**src/rtl/vtam_pkg.sv**
```systemverilog
package vtam_pkg;
    function automatic int unsigned virt_width(int unsigned ate_pins,
                                               int unsigned fast_pins,
                                               int unsigned ratio);
        return (ate_pins - fast_pins) + fast_pins * ratio;
    endfunction
endpackage

```
**src/rtl/vtam_phase.sv**
```systemverilog
module vtam_phase #(
    parameter int unsigned RATIO = 4
) (
    input  logic clk,
    input  logic rst,
    output logic last_phase,
    output logic strobe
);
    localparam int unsigned PW = (RATIO > 1) ? $clog2(RATIO) : 1;

    typedef struct packed {
        logic [PW-1:0] phase;
        logic          strobe;
    } phase_st_t;

    phase_st_t st_d, st_q;

    always_comb begin
        st_d = st_q;
        last_phase = (st_q.phase == PW'(RATIO - 1));
        st_d.strobe = last_phase;
        st_d.phase  = last_phase ? '0 : st_q.phase + 1'b1;
    end

    always_ff @(posedge clk) begin
        if (rst) st_q <= '0;
        else     st_q <= st_d;
    end

    assign strobe = st_q.strobe;
endmodule

```
**src/rtl/vtam_sipo.sv**
```systemverilog
module vtam_sipo #(
    parameter int unsigned RATIO = 4
) (
    input  logic             clk,
    input  logic             rst,
    input  logic             last_phase,
    input  logic             bit_in,
    output logic [RATIO-1:0] word
);
    typedef struct packed {
        logic [RATIO-1:0] col;
        logic [RATIO-1:0] word;
    } sipo_st_t;

    sipo_st_t st_d, st_q;

    always_comb begin
        st_d = st_q;
        st_d.col = {bit_in, st_q.col[RATIO-1:1]};
        if (last_phase) st_d.word = {bit_in, st_q.col[RATIO-1:1]};
    end

    always_ff @(posedge clk) begin
        if (rst) st_q <= '0;
        else     st_q <= st_d;
    end

    assign word = st_q.word;
endmodule

```
**src/rtl/vtam_piso.sv**
```systemverilog
module vtam_piso #(
    parameter int unsigned RATIO = 4
) (
    input  logic             clk,
    input  logic             rst,
    input  logic             last_phase,
    input  logic [RATIO-1:0] par_in,
    output logic             bit_out
);
    typedef struct packed {
        logic [RATIO-1:0] sh;
    } piso_st_t;

    piso_st_t st_d, st_q;

    always_comb begin
        st_d = st_q;
        if (last_phase) st_d.sh = par_in;
        else            st_d.sh = {1'b0, st_q.sh[RATIO-1:1]};
    end

    always_ff @(posedge clk) begin
        if (rst) st_q <= '0;
        else     st_q <= st_d;
    end

    assign bit_out = st_q.sh[0];
endmodule

```
**src/rtl/vtam_rate_bridge.sv**
```systemverilog
module vtam_rate_bridge
    import vtam_pkg::*;
#(
    parameter int unsigned ATE_PINS  = 4,
    parameter int unsigned FAST_PINS = 2,
    parameter int unsigned RATIO     = 4,
    parameter int unsigned WMAX      = 16,
    localparam int unsigned SLOW_PINS = ATE_PINS - FAST_PINS,
    localparam int unsigned FAST_LINES = FAST_PINS * RATIO,
    localparam int unsigned VWIDTH = virt_width(ATE_PINS, FAST_PINS, RATIO)
) (
    input  logic              clk,
    input  logic              rst,
    input  logic [ATE_PINS-1:0] ate_in,
    output logic [ATE_PINS-1:0] ate_out,
    output logic [VWIDTH-1:0]   tam_out,
    input  logic [VWIDTH-1:0]   tam_in,
    output logic              slow_en
);
    // elaboration-time bounds on the parameters
    generate
        if (VWIDTH > WMAX) begin : g_bad_width
            $error("virtual width exceeds WMAX");
        end
        if (RATIO < 2) begin : g_bad_ratio
            $error("RATIO must be at least 2");
        end
        if (FAST_PINS < 1 || FAST_PINS >= ATE_PINS) begin : g_bad_split
            $error("FAST_PINS must leave at least one fast and one slow pin");
        end
    endgenerate

    logic last_phase;

    vtam_phase #(.RATIO(RATIO)) u_phase (
        .clk        (clk),
        .rst        (rst),
        .last_phase (last_phase),
        .strobe     (slow_en)
    );

    // Fast lanes: one collector and one packer per fast pin
    genvar g;
    generate
        for (g = 0; g < FAST_PINS; g++) begin : g_fast
            vtam_sipo #(.RATIO(RATIO)) u_sipo (
                .clk        (clk),
                .rst        (rst),
                .last_phase (last_phase),
                .bit_in     (ate_in[g]),
                .word       (tam_out[g*RATIO +: RATIO])
            );
            vtam_piso #(.RATIO(RATIO)) u_piso (
                .clk        (clk),
                .rst        (rst),
                .last_phase (last_phase),
                .par_in     (tam_in[g*RATIO +: RATIO]),
                .bit_out    (ate_out[g])
            );
        end
    endgenerate

    // Slow pass-through lanes, both directions, aligned to the same edge
    typedef struct packed {
        logic [SLOW_PINS-1:0] to_core;
        logic [SLOW_PINS-1:0] to_ate;
    } pass_st_t;

    pass_st_t ps_d, ps_q;

    always_comb begin
        ps_d = ps_q;
        if (last_phase) begin
            ps_d.to_core = ate_in[ATE_PINS-1:FAST_PINS];
            ps_d.to_ate  = tam_in[VWIDTH-1:FAST_LINES];
        end
    end

    always_ff @(posedge clk) begin
        if (rst) ps_q <= '0;
        else     ps_q <= ps_d;
    end

    assign tam_out[VWIDTH-1:FAST_LINES]  = ps_q.to_core;
    assign ate_out[ATE_PINS-1:FAST_PINS] = ps_q.to_ate;
endmodule

```
**config.mk**
```make
export PLATFORM = sky130hd
export DESIGN_NAME = vtam_rate_bridge
export DESIGN_NICKNAME = d
export VERILOG_FILES = /design/src/rtl/vtam_pkg.sv /design/src/rtl/vtam_phase.sv /design/src/rtl/vtam_sipo.sv /design/src/rtl/vtam_piso.sv /design/src/rtl/vtam_rate_bridge.sv
export SDC_FILE = /design/constraint.sdc
export NUM_CORES = 1
export LEC_CHECK = 0
export BUFFER_PORTS_ARGS = -buffer_cell sky130_fd_sc_hd__buf_4
export CAP_MARGIN = 0
export CORE_UTILIZATION = 40
export DETAILED_ROUTE_END_ITERATION = 8
export GPL_ROUTABILITY_DRIVEN = 0
export HOLD_SLACK_MARGIN = 0.02
export MAX_ROUTING_LAYER = met4
export SYNTH_ARGS = -nofsm -noshare
export SYNTH_HDL_FRONTEND = slang
export SYNTH_SLANG_ARGS = --single-unit
```
**constraint.sdc**
```tcl
create_clock -name clk -period 1.3 [get_ports clk]
set_clock_uncertainty 0.05 [all_clocks]
set_input_delay 0.13 -clock clk [delete_from_list [all_inputs] [get_ports clk]]
set_output_delay 0.13 -clock clk [all_outputs]
set_load 0.05 [all_outputs]
```
# After elaboration in Yosys (flattened, before gate mapping)
# Cells that the tools add are included.
word_totals:
  regBits: 31
  inputBits: 16
  output_inout_bits: 15
  elab_cells: 19
op_classes:
  n_addsub: 1
  eq_ne: 1
  mux: 2
  n_bitwise: 1
  reduce_logical: 2
op_table:
  columns: ["op", "count"]
  rows:
  - ["2-to-1 mux 3 bit", 2]
  - ["OR reduction 2 bit", 2]
  - ["adder 2 x 1 -> 2 bit, second input constant", 1]
  - ["equality test 2 bit, second input constant", 1]
  - ["inverter 1 bit", 1]

# Logic depth before layout (Yosys ltp)
# Gate-level depths: netlist of run 1.
logic_depth:
  depth_word: 3
  ltp_mapped: 5
  ltp_nobuf: 3

# Hierarchy
# From an unflattened synthesis of run 1, not the netlist that was laid out.
hier_totals:
  hier_cells: 80
  hier_area_um2: 944.7
by_module_without_submodules:
  columns: ["mod", "n_inst", "cells_per_inst", "area_per_inst_um2", "seq_area_each_um2"]
  rows:
  - ["vtam_sipo", 2, 19, 219.0, 140.1]
  - ["vtam_piso", 2, 11, 131.4, 80.1]
  - ["vtam_rate_bridge", 1, 13, 140.1, 80.1]
  - ["vtam_phase", 1, 7, 103.8, 60.1]

# Worst setup path before layout of run 1
# OpenSTA, ideal clock, no wires.
synth_path:
  path_kind: "register to register"
  startpoint: "reg u_phase.st_q[1] (netlist bit)"
  endpoint: "reg ps_q (netlist bit ate_out[3])"
  setup_time_ns: 0.116
  arrival_time_ns: 0.951
  required_time_ns: 1.134
  slack_ns: 0.183
  path_stages_with_launch: 6
  n_path_buf: 2
  period_less_slack_ns: 1.117
  path_cell_list: "dfxtp_1 > ha_1 > buf_6 > buf_12 > mux2i_1 > nor2_1"
synth_via:
  elab_chain_cells: 1
synth_rtl:
  columns: ["element", "line_no", "text"]
  rows:
  - ["start, declared", "vtam_phase.sv:16", "phase_st_t st_d, st_q;"]
  - ["start signal, assigned", "vtam_phase.sv:27", "else st_q <= st_d;"]
  - ["equality test 2 bit", "vtam_phase.sv:20", "last_phase = (st_q.phase == PW'(RATIO - 1));"]
  - ["end signal, assigned", "vtam_rate_bridge.sv:81", "else ps_q <= ps_d;"]
  - ["end, declared", "vtam_rate_bridge.sv:69", "pass_st_t ps_d, ps_q;"]
# Every way passes these cells.
# A chain may end at the register's enable or synchronous reset.

# Final worst setup path of run 1
layout_path:
  startpoint: "reg u_phase.st_q[1] (netlist bit)"
  endpoint: "reg g_fast[1].u_piso.st_q[0] (netlist bit)"
layout_via:
  elab_chain_cells: 2
layout_rtl:
  columns: ["element", "line_no", "text"]
  rows:
  - ["equality test 2 bit", "vtam_phase.sv:20", null]
  - ["net g_fast[0].u_piso.last_phase", "vtam_piso.sv:6", "input logic last_phase,"]
  - ["2-to-1 mux 3 bit", "vtam_piso.sv:18", "if (last_phase) st_d.sh = par_in;"]
  - ["end signal, assigned", "vtam_piso.sv:24", "else st_q <= st_d;"]
  - ["end, declared", "vtam_piso.sv:14", "piso_st_t st_d, st_q;"]
# The timed path passes the listed nets, and every way through them passes these cells.

==> flow_metrics.tcl, run 1 <==
set metrics [dict create \
    start_util_pct 43.8 \
    ir_drop_mv 0.923 \
    port_buffers 30 \
    hold_viol_final 0 \
    grt_use_total_pct 14.6 \
    cp_max_fo 6 \
    grt_pass1_wl_um 2690 \
    post-place-cells 140 \
    grt_overflow 0 \
    hold_path_class "input pin to register" \
    ys_ff_latch 29 \
    core.rowCount 17 \
    setup_violations 0 \
    hpwl_um 1080 \
    fmax_ghz 0.877 \
    startpoint_type "register" \
    reg2reg_depth 4 \
    status "finished, final reports clean" \
    required_ns 1.44 \
    ant_nets 0 \
    met3_length_um 90 \
    leakage_nw 0.614 \
    netlist_instances 86 \
    die_w_um 52.2 \
    path_cells "ha_1 > buf_4 > mux2i_1 > nor2_1" \
    avgSynthCellArea_sq_um 11.7 \
    crit_type "register to register" \
    drt_wl_total_um 1710 \
    routed.top_layer "met4" \
    worst-path-stages 4 \
    final.period_utilization_pct 87.7 \
    area_delta_synth_final_pct 40.2 \
    hold_path_depth 2 \
    first_pass_iters 2 \
    critPathSlowestCell "dfxtp_1" \
    ys_seq_area_share_pct 57.6 \
    worst_ep_arrival_time_ns 1.28 \
    drt-met1-wl_um 821 \
    crit_path_end_kind "register" \
    power_density_nw_per_um2 1200 \
    drive_above_1_share_pct 30.1 \
    tightest_slew_ns 0.284 \
    drtIter0Drc 1 \
    ys_types 11 \
    pin_count 31 \
    die_height_um 52.2 \
    h-tree-depth 2 \
    grt_pass1_vias 629 \
    core_area_sq_um 2300 \
    die_area_sq_um 2720 \
    rsz0062_at_grt "false" \
    antenna_cells 0 \
    clock-sinks 29 \
    clkTransAtPathRegs_ns 0.08 \
    crit_buf_inv 1 \
    finalMaxSlewViolations 0 \
    via_per_inst 4.41 \
    cap_violations 0 \
    wl_per_cell_um 10.6 \
    cts_resized 0 \
    insertion_delay_ns 0.30 \
    power_mw 1.69 \
    clockBufferDepth 2 \
    antenna_found_initial 0 \
    drc_errors 0 \
    cts_tree "yes" \
    cpPeakStageDelay_ns 0.37 \
    syn_area_sq_um 1010 \
    synth_warnings 0 \
    grt_max_degree 30 \
    via_count 710 \
    route.met2.wl_um 770 \
    layout.nets 151 \
    mostFrequentLayoutCell "buf_4" \
    synth_nets 104 \
    cp_top_family "flip-flops" \
    instances_no_fill 161 \
    setup_tns_ns 0 \
    finalWorstPathRequiredPeriod_ns 1.14 \
    final_cell_mix "buf_4 (34), dfxtp_1 (29), mux2i_1 (18), nor2_1 (18), dlygate4sd3_1 (14)" \
    root_buffer "clkbuf_4" \
    numCtsBuffers 5 \
    max_slew_margin_pct 81.1 \
]
-- metrics by stage --
stage / util, % / hold slack, ns / area (sq um) / worst slack (ns)
2_1_floorplan: - / 0.208 / 1010 / 0.183
3_3_place_gp: 53.0 / 0.303 / 1220 / 0.199
3_5_place_dp: 53.0 / 0.309 / 1220 / 0.165
4_1_cts: 61.5 / 0.123 / 1410 / 0.149
5_1_grt: 61.5 / 0.120 / 1410 / 0.0364
6_report: 61.5 / 0.134 / 1410 / 0.160
-- timing repair --
action,CTS,global route
buffers inserted,0,0
hold buffers,14,0
endpoints found under the hold margin,15,0
-- registers in the layout, summed over array words and instances (netlist names) --
| signal | count |
|---|---|
| g_fast.u_piso.st_q | 8 |
| g_fast.u_sipo.word | 8 |
| g_fast.u_sipo.st_d | 6 |
| ate_out | 2 |
| tam_out | 2 |
| u_phase.st_q | 2 |
| u_phase.strobe | 1 |
-- metal layers --
layer / up-vias / global-route usage (%)
li1: 373 / -
met1: 308 / 16.5
met2: 24 / 21.4
met3: 5 / 6.96
met4: 0 / 7.89
met5: - / -
-- cells by family after synthesis --
logic type	count (synthesis)	share of synthesized area [%]
adder cells (fa/ha/maj)	2	2.48
AND/OR/NAND/NOR	29	14.0
multiplexers	18	17.9
buffers and inverters	8	7.95
flip-flops	29	57.6
-- power breakdown --
part | internal (mW) | switching, mW | total, mW
Sequential | 0.922 | 0.0157 | 0.938
Clock | 0.255 | 0.264 | 0.518
Combinational | 0.122 | 0.115 | 0.237
Total | 1.30 | 0.394 | 1.69
-- cell type report --
| cell class | instances | area [sq um] |
|---|---|---|
| fill | 209 | 885 |
| sequential | 29 | 581 |
| timing repair buffer | 48 | 395 |
| multi-input combinational | 49 | 347 |
| clock buffer | 7 | 55.1 |
| tap | 28 | 35.0 |
-- cell usage after synthesis --
| cell | count | area share [%] |
|---|---|---|
| dfxtp_1 | 29 | 58 |
| mux2i_1 | 18 | 18 |
| nor2_1 | 18 | 6.7 |
| nor2b_1 | 7 | 4.3 |
| buf_4 | 5 | 3.7 |
| and3b_1 | 2 | 1.7 |
| buf_6 | 2 | 2.2 |
| ha_1 | 2 | 2.5 |
| buf_12 | 1 | 2.0 |
| nor3_1 | 1 | 0.50 |
| nor3b_1 | 1 | 0.75 |
-- final timing paths --
path                                 startpoint                  endpoint  slack [ns]
worst min-delay path                        rst  g_fast[1].u_sipo.word[0]        0.13
worst min register to register  u_phase.st_q[1]           u_phase.st_q[1]        0.41
worst max register to register  u_phase.st_q[1]  g_fast[1].u_piso.st_q[0]        0.16
worst max-delay path            u_phase.st_q[1]  g_fast[1].u_piso.st_q[0]        0.16
Power figures use the tool's default switching activity.
==> run 2: changes to the inputs <==
--- a/config.mk
+++ b/config.mk
@@ -7,11 +7,12 @@
 export LEC_CHECK = 0
 export BUFFER_PORTS_ARGS = -buffer_cell sky130_fd_sc_hd__buf_4
 export CAP_MARGIN = 0
-export CORE_UTILIZATION = 40
+export CORE_UTILIZATION = 48
 export DETAILED_ROUTE_END_ITERATION = 8
 export GPL_ROUTABILITY_DRIVEN = 0
 export HOLD_SLACK_MARGIN = 0.02
 export MAX_ROUTING_LAYER = met4
+export PLACE_DENSITY = 0.76
 export SYNTH_ARGS = -nofsm -noshare
 export SYNTH_HDL_FRONTEND = slang
 export SYNTH_SLANG_ARGS = --single-unit
==> run 2 against run 1 <==
Clock power grew 1%. Highest routed layer is now met3. Combinational power grew 3%. Global-route usage grew 2.1 points. Sequential share of layout area grew 0.33 points.
==> flow_metrics.tcl, run 2 (synthesis results as in run 1) <==
set metrics [dict create \
    finalInstanceArea_sq_um 1400 \
    cap_violations 0 \
    antenna_found_initial 0 \
    area_delta_synth_final_pct 39.1 \
    clkPwrFrac_pct 30.7 \
    clockBufferDepth 2 \
    cts_tree "yes" \
    p_sw_uw 405 \
    numCtsBuffers 5 \
    first_pass_iters 3 \
    port_buffers 30 \
    p_seq_share_pct 55.0 \
    drive_above_1_share_pct 31.0 \
    insertion_delay_ns 0.30 \
    cp_top_family "flip-flops" \
    pin_count 31 \
    tightest_slew_ns 0.273 \
    grt_max_degree 30 \
    post-place-cells 138 \
    crit_type "register to register" \
    critPathSlowestCell "dfxtp_1" \
    worst_ep_arrival_time_ns 1.39 \
    crit_path_end_kind "register" \
    die_area_sq_um 2290 \
    core.rowCount 16 \
    antenna_cells 0 \
    core_area_sq_um 1960 \
    clock-sinks 29 \
    startpoint_type "register" \
    required_ns 1.43 \
    postCtsSetupBuffers 0 \
    h-tree-depth 2 \
    instances_no_fill 156 \
    drt_wl_total_um 1760 \
    crit_buf_inv 1 \
    drc_errors 0 \
    wl_per_cell_um 11.3 \
    die_height_um 47.8 \
    drtIter0Drc 5 \
    ir_drop_mv 0.840 \
    finalWorstPathRequiredPeriod_ns 1.25 \
    setup_violations 0 \
    leakage_nw 0.600 \
    hold_path_class "input pin to register" \
    p_int_mw 1.30 \
    max_slew_margin_pct 81.8 \
    setup_ws_ns 0.0475 \
    combPwrFrac_pct 14.3 \
    fin_util_pct 71.4 \
    finalMaxSlewViolations 0 \
    ant_nets 0 \
    swShare_pct 23.7 \
    pre_cts_slack_ns 0.102 \
    via_per_inst 4.49 \
    fmax_ghz 0.798 \
    cp_max_fo 6 \
    layout.nets 147 \
    die_w_um 47.8 \
    final.period_utilization_pct 96.3 \
    dpl_cell_area_sq_um 1230 \
    status "finished, final reports clean" \
    grt_overflow 0 \
    hold_viol_final 0 \
    root_buffer "clkbuf_4" \
    grt_pass1_wl_um 2420 \
    power_density_nw_per_um2 1220 \
    clkTransAtPathRegs_ns 0.08 \
    final_cell_mix "buf_4 (31), dfxtp_1 (29), mux2i_1 (18), nor2_1 (18), dlygate4sd3_1 (11)" \
    setup_tns_ns 0 \
    grt_pass1_vias 593 \
    grt_use_total_pct 16.7 \
    cpPeakStageDelay_ns 0.40 \
    mostFrequentLayoutCell "buf_4" \
    via_count 701 \
    start_util_pct 51.3 \
    path_cells "ha_1 > buf_12 > mux2i_1 > nor2_1" \
    hpwl_um 1040 \
]
==> run 2: changes by cell type in the layout (fill, tap and decap cells not counted), sizes merged <==
| cell | before | now |
|---|---|---|
| dlygate4sd3 | 14 | 11 |
| buf | 34 | 33 |
==> run 2: routing by layer <==
metal / GRT usage (%) / wire length [um] / vias to the layer above
met5: - / 0 / -
met4: 6.67 / 0 / 0
met3: 7.92 / 84 / 0
met2: 27.3 / 957 / 17
met1: 17.3 / 713 / 323
li1: - / - / 361
==> run 2: final cells by class <==
cell class,instances,area (sq um)
Sequential cell,29,581
Tap cell,27,33.8
Multi-Input combinational cell,49,349
Timing Repair Buffer,44,383
Fill cell,169,561
Clock buffer,7,55.1
==> run 2: power groups by stage <==
stage | sequential, mW | clock, mW | combinational, mW
2_1_floorplan | 0.995 | 0 | 0.110
3_3_place_gp | 0.957 | 0 | 0.209
3_5_place_dp | 0.959 | 0 | 0.214
4_1_cts | 0.938 | 0.545 | 0.242
5_1_grt | 0.944 | 0.577 | 0.262
6_report | 0.940 | 0.524 | 0.245
==> run 2: final timing paths <==
kind                                          startpoint                        to  slack [ns]  cells past startpoint
worst max-delay path                     u_phase.st_q[1]  g_fast[1].u_piso.st_q[1]        0.05                      4
worst min-delay path                           tam_in[5]  g_fast[1].u_piso.st_q[1]        0.05                      3
worst max register to register           u_phase.st_q[1]  g_fast[1].u_piso.st_q[1]        0.05                      4
worst min register to register  g_fast[0].u_sipo.st_d[6]  g_fast[0].u_sipo.st_d[5]        0.42                      1
==> run 2: repair_timing <==
| action | in CTS | in global routing |
|---|---|---|
| hold buffers | 11 | 0 |
| resized for setup | 0 | 1 |
| endpoints found under the hold margin | 12 | 0 |
| endpoints found under the setup margin | 0 | 1 |
==> run 2: worst register-to-register path, cell delays in order, from the launching register on <==
cell	delay [ns]
dfxtp_1	0.40
ha_1	0.28
buf_12	0.15
mux2i_1	0.20
nor2_1	0.06
==> run 2: per-stage QoR <==
stage	hold slack [ns]	power (mW)
6_report	0.0479	1.71
5_1_grt	0.0307	1.78
4_1_cts	0.0392	1.73
3_5_place_dp	0.308	1.17
3_3_place_gp	0.303	1.17
2_1_floorplan	0.208	1.10
